## config.mk

```make
export PLATFORM = sky130hd
export DESIGN_NAME = mesi_snoop_ctrl
export DESIGN_NICKNAME = d
export VERILOG_FILES = /design/src/rtl/mesi_pkg.sv /design/src/rtl/mesi_line_store.sv /design/src/rtl/mesi_snoop_unit.sv /design/src/rtl/mesi_proc_fsm.sv /design/src/rtl/mesi_snoop_ctrl.sv
export SDC_FILE = /design/constraint.sdc
export NUM_CORES = 1
export LEC_CHECK = 0
export ABC_AREA = 1
export BUFFER_PORTS_ARGS = -buffer_cell sky130_fd_sc_hd__buf_2
export CELL_PAD_IN_SITES_DETAIL_PLACEMENT = 0
export CELL_PAD_IN_SITES_GLOBAL_PLACEMENT = 1
export CORE_MARGIN = 2
export CORE_UTILIZATION = 40
export CTS_CLUSTER_SIZE = 16
export DETAILED_ROUTE_END_ITERATION = 8
export PLACE_DENSITY = 0.84
export SLEW_MARGIN = 0
export SYNTH_ARGS = -nofsm -noshare
export SYNTH_HDL_FRONTEND = slang
export SYNTH_SLANG_ARGS = --single-unit
```

## constraint.sdc

```tcl
create_clock -name clk -period 4.5 [get_ports clk]
set_input_delay 1.125 -clock clk [delete_from_list [all_inputs] [get_ports clk]]
set_output_delay 1.125 -clock clk [all_outputs]
set_load 0.01 [all_outputs]
```

## src/rtl/mesi_pkg.sv

```systemverilog
package mesi_pkg;
   typedef enum logic [1:0] {
      LN_I = 2'b00,
      LN_S = 2'b01,
      LN_E = 2'b10,
      LN_M = 2'b11
   } line_st_e;

   typedef enum logic [1:0] {
      BC_NONE = 2'b00,
      BC_RD   = 2'b01,
      BC_RDX  = 2'b10,
      BC_WB   = 2'b11
   } bus_cmd_e;

   typedef enum logic [1:0] {
      F_IDLE = 2'b00,
      F_ARB  = 2'b01,
      F_XFER = 2'b10,
      F_RESP = 2'b11
   } fsm_e;
endpackage

```

## src/rtl/mesi_line_store.sv

```systemverilog
module mesi_line_store
   import mesi_pkg::*;
#(
   parameter int LINES         = 8,
   parameter int TAG_W         = 7,
   parameter int DATA_W        = 32,
   parameter bit CLEAR_PAYLOAD = 1'b0,
   localparam int IDX_W        = $clog2(LINES)
) (
   input  logic              clk,
   input  logic              rst_n,
   // processor-side port
   input  logic [IDX_W-1:0]  p_idx_i,
   output logic [TAG_W-1:0]  p_tag_o,
   output line_st_e          p_st_o,
   output logic [DATA_W-1:0] p_data_o,
   input  logic              p_we_i,
   input  logic [TAG_W-1:0]  p_tag_i,
   input  line_st_e          p_st_i,
   input  logic [DATA_W-1:0] p_data_i,
   // snoop-side port
   input  logic [IDX_W-1:0]  s_idx_i,
   output logic [TAG_W-1:0]  s_tag_o,
   output line_st_e          s_st_o,
   output logic [DATA_W-1:0] s_data_o,
   input  logic              s_we_i,
   input  line_st_e          s_st_i
);
   line_st_e          st_arr   [LINES];
   logic [TAG_W-1:0]  tag_arr  [LINES];
   logic [DATA_W-1:0] data_arr [LINES];

   for (genvar i = 0; i < LINES; i++) begin : g_line
      line_st_e          st_q;
      logic [TAG_W-1:0]  tag_q;
      logic [DATA_W-1:0] data_q;
      logic              p_sel, s_sel;

      assign p_sel = p_we_i && (p_idx_i == IDX_W'(i));
      assign s_sel = s_we_i && (s_idx_i == IDX_W'(i));

      // snoop update wins over processor update on the state field
      always_ff @(posedge clk) begin
         if (!rst_n) st_q <= LN_I;
         else if (s_sel) st_q <= s_st_i;
         else if (p_sel) st_q <= p_st_i;
      end

      if (CLEAR_PAYLOAD) begin : g_clr
         always_ff @(posedge clk) begin
            if (!rst_n) begin
               tag_q  <= '0;
               data_q <= '0;
            end else if (p_sel) begin
               tag_q  <= p_tag_i;
               data_q <= p_data_i;
            end
         end
      end else begin : g_noclr
         always_ff @(posedge clk) begin
            if (p_sel) begin
               tag_q  <= p_tag_i;
               data_q <= p_data_i;
            end
         end
      end

      assign st_arr[i]   = st_q;
      assign tag_arr[i]  = tag_q;
      assign data_arr[i] = data_q;
   end

   assign p_st_o   = st_arr[p_idx_i];
   assign p_tag_o  = tag_arr[p_idx_i];
   assign p_data_o = data_arr[p_idx_i];
   assign s_st_o   = st_arr[s_idx_i];
   assign s_tag_o  = tag_arr[s_idx_i];
   assign s_data_o = data_arr[s_idx_i];
endmodule

```

## src/rtl/mesi_snoop_unit.sv

```systemverilog
module mesi_snoop_unit
   import mesi_pkg::*;
#(
   parameter int ADDR_W = 10,
   parameter int DATA_W = 32,
   parameter int IDX_W  = 3,
   localparam int TAG_W = ADDR_W - IDX_W
) (
   input  logic              snp_valid_i,
   input  logic [1:0]        snp_cmd_i,
   input  logic [ADDR_W-1:0] snp_addr_i,
   output logic [IDX_W-1:0]  s_idx_o,
   input  logic [TAG_W-1:0]  s_tag_i,
   input  line_st_e          s_st_i,
   input  logic [DATA_W-1:0] s_data_i,
   output logic              s_we_o,
   output line_st_e          s_st_o,
   output logic              shared_o,
   output logic              flush_o,
   output logic [DATA_W-1:0] flush_data_o
);
   logic     is_rd, is_rdx, hit;
   line_st_e nxt;

   assign s_idx_o = snp_addr_i[IDX_W-1:0];
   assign is_rd   = snp_valid_i && (bus_cmd_e'(snp_cmd_i) == BC_RD);
   assign is_rdx  = snp_valid_i && (bus_cmd_e'(snp_cmd_i) == BC_RDX);
   assign hit     = (s_st_i != LN_I) && (s_tag_i == snp_addr_i[ADDR_W-1:IDX_W]);

   always_comb begin
      nxt = s_st_i;
      if (hit && is_rd)  nxt = LN_S;
      if (hit && is_rdx) nxt = LN_I;
   end

   assign s_st_o       = nxt;
   assign s_we_o       = hit && (is_rd || is_rdx) && (nxt != s_st_i);
   assign shared_o     = hit && is_rd;
   assign flush_o      = hit && (is_rd || is_rdx) && (s_st_i == LN_M);
   assign flush_data_o = flush_o ? s_data_i : '0;
endmodule

```

## src/rtl/mesi_proc_fsm.sv

```systemverilog
module mesi_proc_fsm
   import mesi_pkg::*;
#(
   parameter int ADDR_W = 10,
   parameter int DATA_W = 32,
   parameter int IDX_W  = 3,
   localparam int TAG_W = ADDR_W - IDX_W
) (
   input  logic              clk,
   input  logic              rst_n,
   input  logic              cpu_req_i,
   input  logic              cpu_we_i,
   input  logic [ADDR_W-1:0] cpu_addr_i,
   input  logic [DATA_W-1:0] cpu_wdata_i,
   output logic              cpu_done_o,
   output logic [DATA_W-1:0] cpu_rdata_o,
   output logic              bus_req_o,
   input  logic              bus_gnt_i,
   output bus_cmd_e          bus_cmd_o,
   output logic [ADDR_W-1:0] bus_addr_o,
   output logic [DATA_W-1:0] bus_wdata_o,
   input  logic              bus_ack_i,
   input  logic [DATA_W-1:0] bus_rdata_i,
   input  logic              bus_shared_i,
   input  logic              conflict_i,
   output logic [IDX_W-1:0]  p_idx_o,
   input  logic [TAG_W-1:0]  p_tag_i,
   input  line_st_e          p_st_i,
   input  logic [DATA_W-1:0] p_data_i,
   output logic              p_we_o,
   output logic [TAG_W-1:0]  p_tag_o,
   output line_st_e          p_st_o,
   output logic [DATA_W-1:0] p_data_o
);
   fsm_e              fsm_q, fsm_d;
   logic              we_q;
   logic [ADDR_W-1:0] addr_q, xaddr_q;
   logic [DATA_W-1:0] wdata_q, xdata_q, rdata_q;
   bus_cmd_e          cmd_q;

   logic [ADDR_W-1:0] cur_addr;
   logic [TAG_W-1:0]  cur_tag;
   logic              hit, owned, victim_dirty, accept;

   assign cur_addr     = (fsm_q == F_IDLE) ? cpu_addr_i : addr_q;
   assign cur_tag      = cur_addr[ADDR_W-1:IDX_W];
   assign p_idx_o      = cur_addr[IDX_W-1:0];
   assign hit          = (p_st_i != LN_I) && (p_tag_i == cur_tag);
   assign owned        = (p_st_i == LN_E) || (p_st_i == LN_M);
   assign victim_dirty = (p_st_i == LN_M) && (p_tag_i != cur_tag);
   assign accept       = (fsm_q == F_IDLE) && cpu_req_i && !conflict_i;

   always_comb begin
      fsm_d    = fsm_q;
      p_we_o   = 1'b0;
      p_tag_o  = cur_tag;
      p_st_o   = LN_M;
      p_data_o = cpu_wdata_i;
      unique case (fsm_q)
         F_IDLE: begin
            if (accept) begin
               if (hit && !cpu_we_i) begin
                  fsm_d = F_RESP;
               end else if (hit && owned) begin
                  p_we_o = 1'b1;
                  fsm_d  = F_RESP;
               end else begin
                  fsm_d = F_ARB;
               end
            end
         end
         F_ARB: begin
            if (bus_gnt_i) fsm_d = F_XFER;
         end
         F_XFER: begin
            if (bus_ack_i) begin
               p_we_o = 1'b1;
               if (cmd_q == BC_WB) begin
                  p_tag_o  = p_tag_i;
                  p_st_o   = LN_I;
                  p_data_o = p_data_i;
                  fsm_d    = F_ARB;
               end else begin
                  p_st_o   = (cmd_q == BC_RDX) ? LN_M : (bus_shared_i ? LN_S : LN_E);
                  p_data_o = we_q ? wdata_q : bus_rdata_i;
                  fsm_d    = F_RESP;
               end
            end
         end
         default: fsm_d = F_IDLE;
      endcase
   end

   always_ff @(posedge clk) begin
      if (!rst_n) begin
         fsm_q   <= F_IDLE;
         we_q    <= 1'b0;
         addr_q  <= '0;
         wdata_q <= '0;
         cmd_q   <= BC_NONE;
         xaddr_q <= '0;
         xdata_q <= '0;
         rdata_q <= '0;
      end else begin
         fsm_q <= fsm_d;
         if (accept) begin
            we_q    <= cpu_we_i;
            addr_q  <= cpu_addr_i;
            wdata_q <= cpu_wdata_i;
            if (hit && !cpu_we_i) rdata_q <= p_data_i;
         end
         if (fsm_q == F_ARB && bus_gnt_i) begin
            // decide the command at grant time, after any snoop downgrade
            if (victim_dirty) begin
               cmd_q   <= BC_WB;
               xaddr_q <= {p_tag_i, p_idx_o};
               xdata_q <= p_data_i;
            end else begin
               cmd_q   <= we_q ? BC_RDX : BC_RD;
               xaddr_q <= addr_q;
            end
         end
         if (fsm_q == F_XFER && bus_ack_i && cmd_q != BC_WB) rdata_q <= bus_rdata_i;
      end
   end

   assign bus_req_o   = (fsm_q == F_ARB) || (fsm_q == F_XFER);
   assign bus_cmd_o   = (fsm_q == F_XFER) ? cmd_q : BC_NONE;
   assign bus_addr_o  = xaddr_q;
   assign bus_wdata_o = xdata_q;
   assign cpu_done_o  = (fsm_q == F_RESP);
   assign cpu_rdata_o = rdata_q;
endmodule

```

## src/rtl/mesi_snoop_ctrl.sv

```systemverilog
module mesi_snoop_ctrl
   import mesi_pkg::*;
#(
   parameter int ADDR_W        = 10,
   parameter int DATA_W        = 32,
   parameter int LINES         = 8,
   parameter bit CLEAR_PAYLOAD = 1'b0
) (
   input  logic              clk,
   input  logic              rst_n,
   input  logic              cpu_req_i,
   input  logic              cpu_we_i,
   input  logic [ADDR_W-1:0] cpu_addr_i,
   input  logic [DATA_W-1:0] cpu_wdata_i,
   output logic              cpu_done_o,
   output logic [DATA_W-1:0] cpu_rdata_o,
   output logic              bus_req_o,
   input  logic              bus_gnt_i,
   output logic [1:0]        bus_cmd_o,
   output logic [ADDR_W-1:0] bus_addr_o,
   output logic [DATA_W-1:0] bus_wdata_o,
   input  logic              bus_ack_i,
   input  logic [DATA_W-1:0] bus_rdata_i,
   input  logic              bus_shared_i,
   input  logic              snp_valid_i,
   input  logic [1:0]        snp_cmd_i,
   input  logic [ADDR_W-1:0] snp_addr_i,
   output logic              snp_shared_o,
   output logic              snp_flush_o,
   output logic [DATA_W-1:0] snp_data_o
);
   localparam int IDX_W = $clog2(LINES);
   localparam int TAG_W = ADDR_W - IDX_W;

   if (LINES < 2 || (1 << IDX_W) != LINES) begin : g_bad_lines
      $error("LINES must be a power of two of at least 2");
   end
   if (ADDR_W <= IDX_W) begin : g_bad_addr
      $error("ADDR_W must exceed the index width");
   end
   if (DATA_W < 1) begin : g_bad_data
      $error("DATA_W must be positive");
   end

   logic [IDX_W-1:0]  p_idx, s_idx;
   logic [TAG_W-1:0]  p_tag_r, p_tag_w, s_tag_r;
   line_st_e          p_st_r, p_st_w, s_st_r, s_st_w;
   logic [DATA_W-1:0] p_data_r, p_data_w, s_data_r;
   logic              p_we, s_we, conflict;
   bus_cmd_e          cmd;

   assign conflict  = s_we && (s_idx == p_idx);
   assign bus_cmd_o = cmd;

   mesi_line_store #(
      .LINES(LINES), .TAG_W(TAG_W), .DATA_W(DATA_W), .CLEAR_PAYLOAD(CLEAR_PAYLOAD)
   ) u_store (
      .clk      (clk),
      .rst_n    (rst_n),
      .p_idx_i  (p_idx),
      .p_tag_o  (p_tag_r),
      .p_st_o   (p_st_r),
      .p_data_o (p_data_r),
      .p_we_i   (p_we),
      .p_tag_i  (p_tag_w),
      .p_st_i   (p_st_w),
      .p_data_i (p_data_w),
      .s_idx_i  (s_idx),
      .s_tag_o  (s_tag_r),
      .s_st_o   (s_st_r),
      .s_data_o (s_data_r),
      .s_we_i   (s_we),
      .s_st_i   (s_st_w)
   );

   mesi_snoop_unit #(
      .ADDR_W(ADDR_W), .DATA_W(DATA_W), .IDX_W(IDX_W)
   ) u_snoop (
      .snp_valid_i  (snp_valid_i),
      .snp_cmd_i    (snp_cmd_i),
      .snp_addr_i   (snp_addr_i),
      .s_idx_o      (s_idx),
      .s_tag_i      (s_tag_r),
      .s_st_i       (s_st_r),
      .s_data_i     (s_data_r),
      .s_we_o       (s_we),
      .s_st_o       (s_st_w),
      .shared_o     (snp_shared_o),
      .flush_o      (snp_flush_o),
      .flush_data_o (snp_data_o)
   );

   mesi_proc_fsm #(
      .ADDR_W(ADDR_W), .DATA_W(DATA_W), .IDX_W(IDX_W)
   ) u_fsm (
      .clk          (clk),
      .rst_n        (rst_n),
      .cpu_req_i    (cpu_req_i),
      .cpu_we_i     (cpu_we_i),
      .cpu_addr_i   (cpu_addr_i),
      .cpu_wdata_i  (cpu_wdata_i),
      .cpu_done_o   (cpu_done_o),
      .cpu_rdata_o  (cpu_rdata_o),
      .bus_req_o    (bus_req_o),
      .bus_gnt_i    (bus_gnt_i),
      .bus_cmd_o    (cmd),
      .bus_addr_o   (bus_addr_o),
      .bus_wdata_o  (bus_wdata_o),
      .bus_ack_i    (bus_ack_i),
      .bus_rdata_i  (bus_rdata_i),
      .bus_shared_i (bus_shared_i),
      .conflict_i   (conflict),
      .p_idx_o      (p_idx),
      .p_tag_i      (p_tag_r),
      .p_st_i       (p_st_r),
      .p_data_i     (p_data_r),
      .p_we_o       (p_we),
      .p_tag_o      (p_tag_w),
      .p_st_o       (p_st_w),
      .p_data_o     (p_data_w)
   );
endmodule

```

### Word level (Yosys, flattened, before mapping)

Index checks and enable logic that the tools add are counted.

* register bits: 449
* input port bits: 94

* $lt $le $gt $ge: 2
* equal/unequal tests: 33
* muxes and demuxes: 69
* bitwise operators: 2
* reduce and logical (&&, ||, !) cells: 57

Operators with widths (number)
* two-way mux 32 bit: 12
* binary-select mux 32 bit (select 3 bit): 2
* two-way mux 2 bit: 36
* two-way mux 7 bit: 7
* binary-select mux 7 bit (select 3 bit): 2
* logical AND 1 bit: 34
* == test 3 bit (second input constant): 8
* nonzero test 2 bit: 12
* two-way mux 10 bit: 2
* == test 2 bit (second input constant): 8
* == test 7 bit: 2
* binary-select mux 2 bit (select 3 bit): 2
* == test 3 x 2 -> 1 bit (second input constant): 4
* greater-or-equal comparator 4 bit (second input constant): 2
* inverter 3 -> 4 bit: 2
* != test 7 bit: 1
* == test 3 x 1 -> 1 bit (second input constant): 2
* logical NOT 3 bit: 2
* != test 2 bit (second input constant): 3
* one-hot mux 2 bit (3 select lines): 1
* == test 2 x 1 -> 1 bit (second input constant): 2
* two-way mux 1 bit: 4
* AND reduction 2 bit: 2
* == test 3 bit: 1
* 7 further kinds: 10

### Depth between registers and ports, before layout

* word-level depth: 19
* depth in mapped cells: 25

### Cells and area by module

Synthesis repeated with hierarchy kept, for this count alone.

* cell total of the unflattened synthesis: 2723
* area total of the unflattened synthesis: 21931.0 sq um

By module, submodules not included
* mesi_line_store: times used 1, cells each 1650, area each 15179.6 sq um, sequential area each 9689.3 sq um
* mesi_proc_fsm: times used 1, cells each 925, area each 6100.9 sq um, sequential area each 2422.3 sq um
* mesi_snoop_unit: times used 1, cells each 131, area each 580.6 sq um, sequential area each 0.0 sq um
* mesi_snoop_ctrl: times used 1, cells each 17, area each 70.1 sq um, sequential area each 0.0 sq um

### Worst setup path after synthesis

OpenSTA, ideal clock, no wires.

* kind: input to output
* start: in snp_addr_i[0]
* end: out snp_data_o[10]
* arrival time: 3.225 ns
* setup slack: 0.150 ns
* stages: 19
* cells stage by stage: buf_4 -> inv_2 -> buf_6 -> buf_6 -> nand2_1 -> nand2_1 -> nand2_1 -> nand3_1 -> nand2_1 -> nand2_1 -> nand2_1 -> nor2_1 -> nand2_1 -> nor2_1 -> nand2_1 -> a211oi_1 -> inv_1 -> buf_2 -> nor2_1

* cells in the longest elaborated chain, start to end: 9
* elaborated cells between the ends (all ways): 17
* classes of those cells: eq/ne: 2; mux: 10; bitwise: 1; reduce/logical: 4

Ends and longest elaborated chain
* start, declared: RTL line mesi_snoop_ctrl.sv:27 `input logic [ADDR_W-1:0] snp_addr_i,`
* inverter 3 -> 4 bit (not written as such) *: RTL line mesi_line_store.sv:76, mesi_line_store.sv:77
* binary-select mux 7 bit (select 3 bit) / binary-select mux 2 bit (select 3 bit) (equally long branches): RTL line mesi_line_store.sv:77, mesi_line_store.sv:76
* two-way mux 7 bit (not written as such) / two-way mux 2 bit (equally long branches) (2 in a row): RTL line mesi_line_store.sv:77, mesi_line_store.sv:76
* == test 7 bit / nonzero test 2 bit (equally long branches): RTL line mesi_snoop_unit.sv:28 `assign hit = (s_st_i != LN_I) && (s_tag_i == snp_addr_i[ADDR_W-1:IDX_W]);`
* logical AND 1 bit: RTL line mesi_snoop_unit.sv:28
* logical AND 1 bit: RTL line mesi_snoop_unit.sv:39 `assign flush_o = hit && (is_rd || is_rdx) && (s_st_i == LN_M);`
* logical AND 1 bit *: RTL line mesi_snoop_unit.sv:39
* net snp_flush_o: RTL line mesi_snoop_ctrl.sv:29 `output logic snp_flush_o,`
* two-way mux 32 bit *: RTL line mesi_snoop_unit.sv:40 `assign flush_data_o = flush_o ? s_data_i : '0;`
* end, declared: RTL line mesi_snoop_ctrl.sv:30 `output logic [DATA_W-1:0] snp_data_o`

Mark *: on every way through the listed nets, which the timed path passes. The rest lies on a longest branch. The select of a mux whose other input is x is not followed.

### Worst setup path in the final report

* start: in snp_addr_i[1]
* end: out snp_data_o[10]

* cells in the longest elaborated chain, start to end: 9
* elaborated cells between the ends (all ways): 17
* classes of those cells: eq/ne: 2; mux: 10; bitwise: 1; reduce/logical: 4

Ends and longest elaborated chain (RTL line)
* inverter 3 -> 4 bit (not written as such) *: mesi_line_store.sv:76, mesi_line_store.sv:77, mesi_line_store.sv:78
* binary-select mux 7 bit (select 3 bit) / binary-select mux 2 bit (select 3 bit) (equally long branches): mesi_line_store.sv:77, mesi_line_store.sv:76
* two-way mux 7 bit (not written as such) / two-way mux 2 bit (equally long branches) (2 in a row): mesi_line_store.sv:77, mesi_line_store.sv:76
* == test 7 bit / nonzero test 2 bit (equally long branches): mesi_snoop_unit.sv:28
* logical AND 1 bit: mesi_snoop_unit.sv:28
* logical AND 1 bit (2 in a row): mesi_snoop_unit.sv:39
* two-way mux 32 bit *: mesi_snoop_unit.sv:40

Every way passes the cells marked *; elsewhere a longest branch is shown, timed or not. The select of a mux whose other input is x is not followed.

==> metrics <==
outcome=finished, final reports clean; gr usage total=0.254; Total Power=approximately 0.014 W; critical path arrival=about 3300 ps; Post-Syn Instances=2,348; core area=52,400 µm²; mean routed wirelength per cell=approximately 22 µm; MaxCap Viol Count=0; clock sink count=roughly 450; Pleak=approximately 10 nW; Yosys cell types=38; DIE HEIGHT=roughly 230 µm; share of post-route cells with drive strength above 1=0.175; clock transition at the registers of the reported paths=approximately 60 ps; vias=around 19k; largest net degree at the start of global routing=67; DRC errors left=0; Synth Cell Area=between 20,000 and 25,000 µm²; antenna-violating nets left=0; share of the synthesized area in the top cell type=0.443; upper clock frequency limit=227 MHz; first-pass GRT wire length=between 100,000 and 150,000 µm; RSZ-0062 raised after global routing=true; worst path required time=approximately 3400 ps; Hold WC Path Type=register to register; startpoint types=primary input; Slew Limit Fails=0; H-tree levels=2; Crit Path Class=primary input to primary output; area grow syn2layout=19.2%; Initial Util=0.403; syn_area_per_cell=between 9 and 10 µm²; io pins=between 200 and 250; Max Clock Skew=slightly below 40 ps; final setup vio count=0; nets=approximately 2.7k; vias in the first global route=around 18k; number of I/O port buffers=between 200 and 250; drt total wl=between 70,000 and 80,000 µm; FF+latch count, synth=449; CTS tree=built; clock latency on the worst-skew pair=between 600 and 700 ps; fillers=roughly 4.8k; synth top area cells=edfxtp_1 (44%), dfxtp_1 (13%), nand2_1 (10%), o21ai_0 (5.0%), a22oi_1 (4.7%); Final Cycle Share=0.977; register area=around 12,000 µm²; GPL Wtd Cong=around 0.9; sequential share of the synthesized area=0.573; Worst-Margin Slew=approximately 1200 ps; CP max FO=7; first-pass detailed-route iteration total=6; fin crit period=4400 ps; # rows=84; post-route insts no fill=approximately 3.3k; Max Root-Sink Buffers=3; hold buffer count at CTS=0; Placed Cells=between 3k and 4k; die area=54,700 µm²; crit end category=primary output; area of the multi-input gates=~8000 µm²; vias per inst=5.83; Slew HR=0.179; Synth Warn #=0; Cell Pwr Density=about 540 nW/µm²; initial DRC count=just over 2k; Synthesized Nets=between 2k and 2.5k; TritonCTS Buffers=47; DIE WIDTH=234 µm; Peak VDD IR=around 360 µV; grt ovf=0; Final Hold Violating Endpoints=0; initial antenna violation count=1; post-synth top area cell=edfxtp_1; Root Driver=clkbuf_16; post-DP HPWL=roughly 46,000 µm
## stage by stage
step           utilization  worst slack (ps)  hold WS, ps  setup TNS [ps]  instance area (µm²)
2_1_floorplan            -               150          451               0                21100
3_3_place_gp         0.444              48.2          455               0                23300
3_5_place_dp         0.444             -85.5          459           -1430                23300
4_1_cts              0.475              14.5          468               0                24900
5_1_grt              0.481             -66.6          490           -1460                25200
6_report             0.481               103          465               0                25200
## cell families after synthesis
| group | share of synthesized area |
|---|---|
| and+or+nand+nor | 0.183 |
| DFF | 0.573 |
| xor gates and xnor gates | 0.00124 |
| AOI/OAI and AO/OA | 0.186 |
| adders and majority gates | 0.00237 |
| muxes | 0.000473 |
| buffers and inverters | 0.0537 |
## worst paths after layout
| check | startpoint | to | slack (ps) | cells after the start |
|---|---|---|---|---|
| setup / recovery | snp_addr_i[1] | snp_data_o[10] | 100 | 16 |
| hold / removal | u_fsm.bus_wdata_o[17]$_SDFFE_PN0P_ | u_fsm.bus_wdata_o[17]$_SDFFE_PN0P_ | 470 | 2 |
| setup reg to reg | u_fsm.fsm_q[0]$_SDFFE_PN0P_ | u_store.g_line[3].data_q[29]$_DFFE_PP_ | 360 | 19 |
| hold reg to reg | u_fsm.bus_wdata_o[17]$_SDFFE_PN0P_ | u_fsm.bus_wdata_o[17]$_SDFFE_PN0P_ | 470 | 2 |
## critical path, cell delays in order
cell and delay, ps:
buf_4 110, clkinvlp_4 170, clkbuf_4 220, nand2_1 90, nand3_2 70, nand3_1 80, nand2_1 120, nor2_2 110
nand2_1 70, nor2_2 100, nand2_1 110, a211oi_4 320, inv_4 150, clkbuf_16 200, nor2_1 90, buf_2 130
## cells in the final DEF (no fill, tap or decap), types with 4 or more instances in the layout
| cell type | n |
|---|---|
| nand2_1 | 557 |
| edfxtp_1 | 312 |
| o21ai_0 | 206 |
| buf_2 | 203 |
| nand3_1 | 171 |
| a21oi_1 | 156 |
| nor2_1 | 151 |
| dfxtp_1 | 137 |
| a22oi_1 | 132 |
| o22ai_1 | 131 |
| inv_1 | 92 |
| buf_4 | 90 |
| clkbuf_16 | 52 |
| o21ai_1 | 30 |
| buf_12 | 17 |
| clkbuf_1 | 14 |
| nor2_2 | 13 |
| nand2_2 | 12 |
| inv_2 | 10 |
| o211ai_1 | 9 |
| clkinv_2 | 8 |
| nand3b_1 | 7 |
| or2_2 | 6 |
| nand4_1 | 6 |
| clkbuf_8 | 6 |
| nand2_4 | 5 |
| nor2_4 | 5 |
| clkinv_1 | 4 |
| nand3_2 | 4 |
| a31oi_1 | 4 |
| o21bai_1 | 4 |
| ha_1 | 4 |
| bufinv_16 | 4 |
## cells in the mapped netlist (all sizes together)
library cell  instances
xor2                  3
a21boi                3
edfxtp              312
o211ai                9
a31oi                 4
mux2i                 1
or2                   7
buf                  66
o21ai               238
o22ai               131
a21oi               156
ha                    4
a211oi                1
a22oi               132
clkinv                3
o21bai                4
nand2               574
nor2                169
inv                 105
clkbuf               99
nand3               175
nand3b                7
nand4                 6
nor3                  1
dfxtp               137
nor3b                 1
## registers in the layout, indices dropped and copies added, names as in the netlist
signal	count
u_store.g_line.st_q	16
u_store.g_line.data_q	256
u_fsm.cmd_q	2
u_fsm.we_q	1
u_fsm.bus_wdata_o	32
u_store.g_line.tag_q	56
u_fsm.cpu_rdata_o	32
u_fsm.fsm_q	2
u_fsm.addr_q	10
u_fsm.bus_addr_o	10
u_fsm.wdata_q	32
## report_power, final
part / switching (W) / internal (W)
clock: 0.00171 / 0.00229
sequential: 0.000177 / 0.00493
combinational: 0.00323 / 0.00127
## final cells by class
cell class                 count  area share
timing repair buffer         320      0.0878
sequential                   449       0.480
tap                          688      0.0341
clock buffer                  68      0.0522
inverter                     108      0.0168
antenna                        2    0.000199
clock inverter                20      0.0105
multi-input combinational   1626       0.318
## routing by layer
layer  vias to the layer above  GRT usage  wire length (µm)
li1                       8755          -                 -
met1                      9195      0.308             27600
met2                       991      0.444             36700
met3                       177     0.0398              6510
met4                         0      0.119              2930
met5                         -          0                 0
## timing repair
item,CTS,global route
cloned,0,8
endpoints found under the setup margin,31,343
pin swaps,0,4
buffers inserted,0,5
hold endpoints to repair,0,0
gates resized for setup,2,45
No activity file was read; power rests on OpenSTA's default activity.
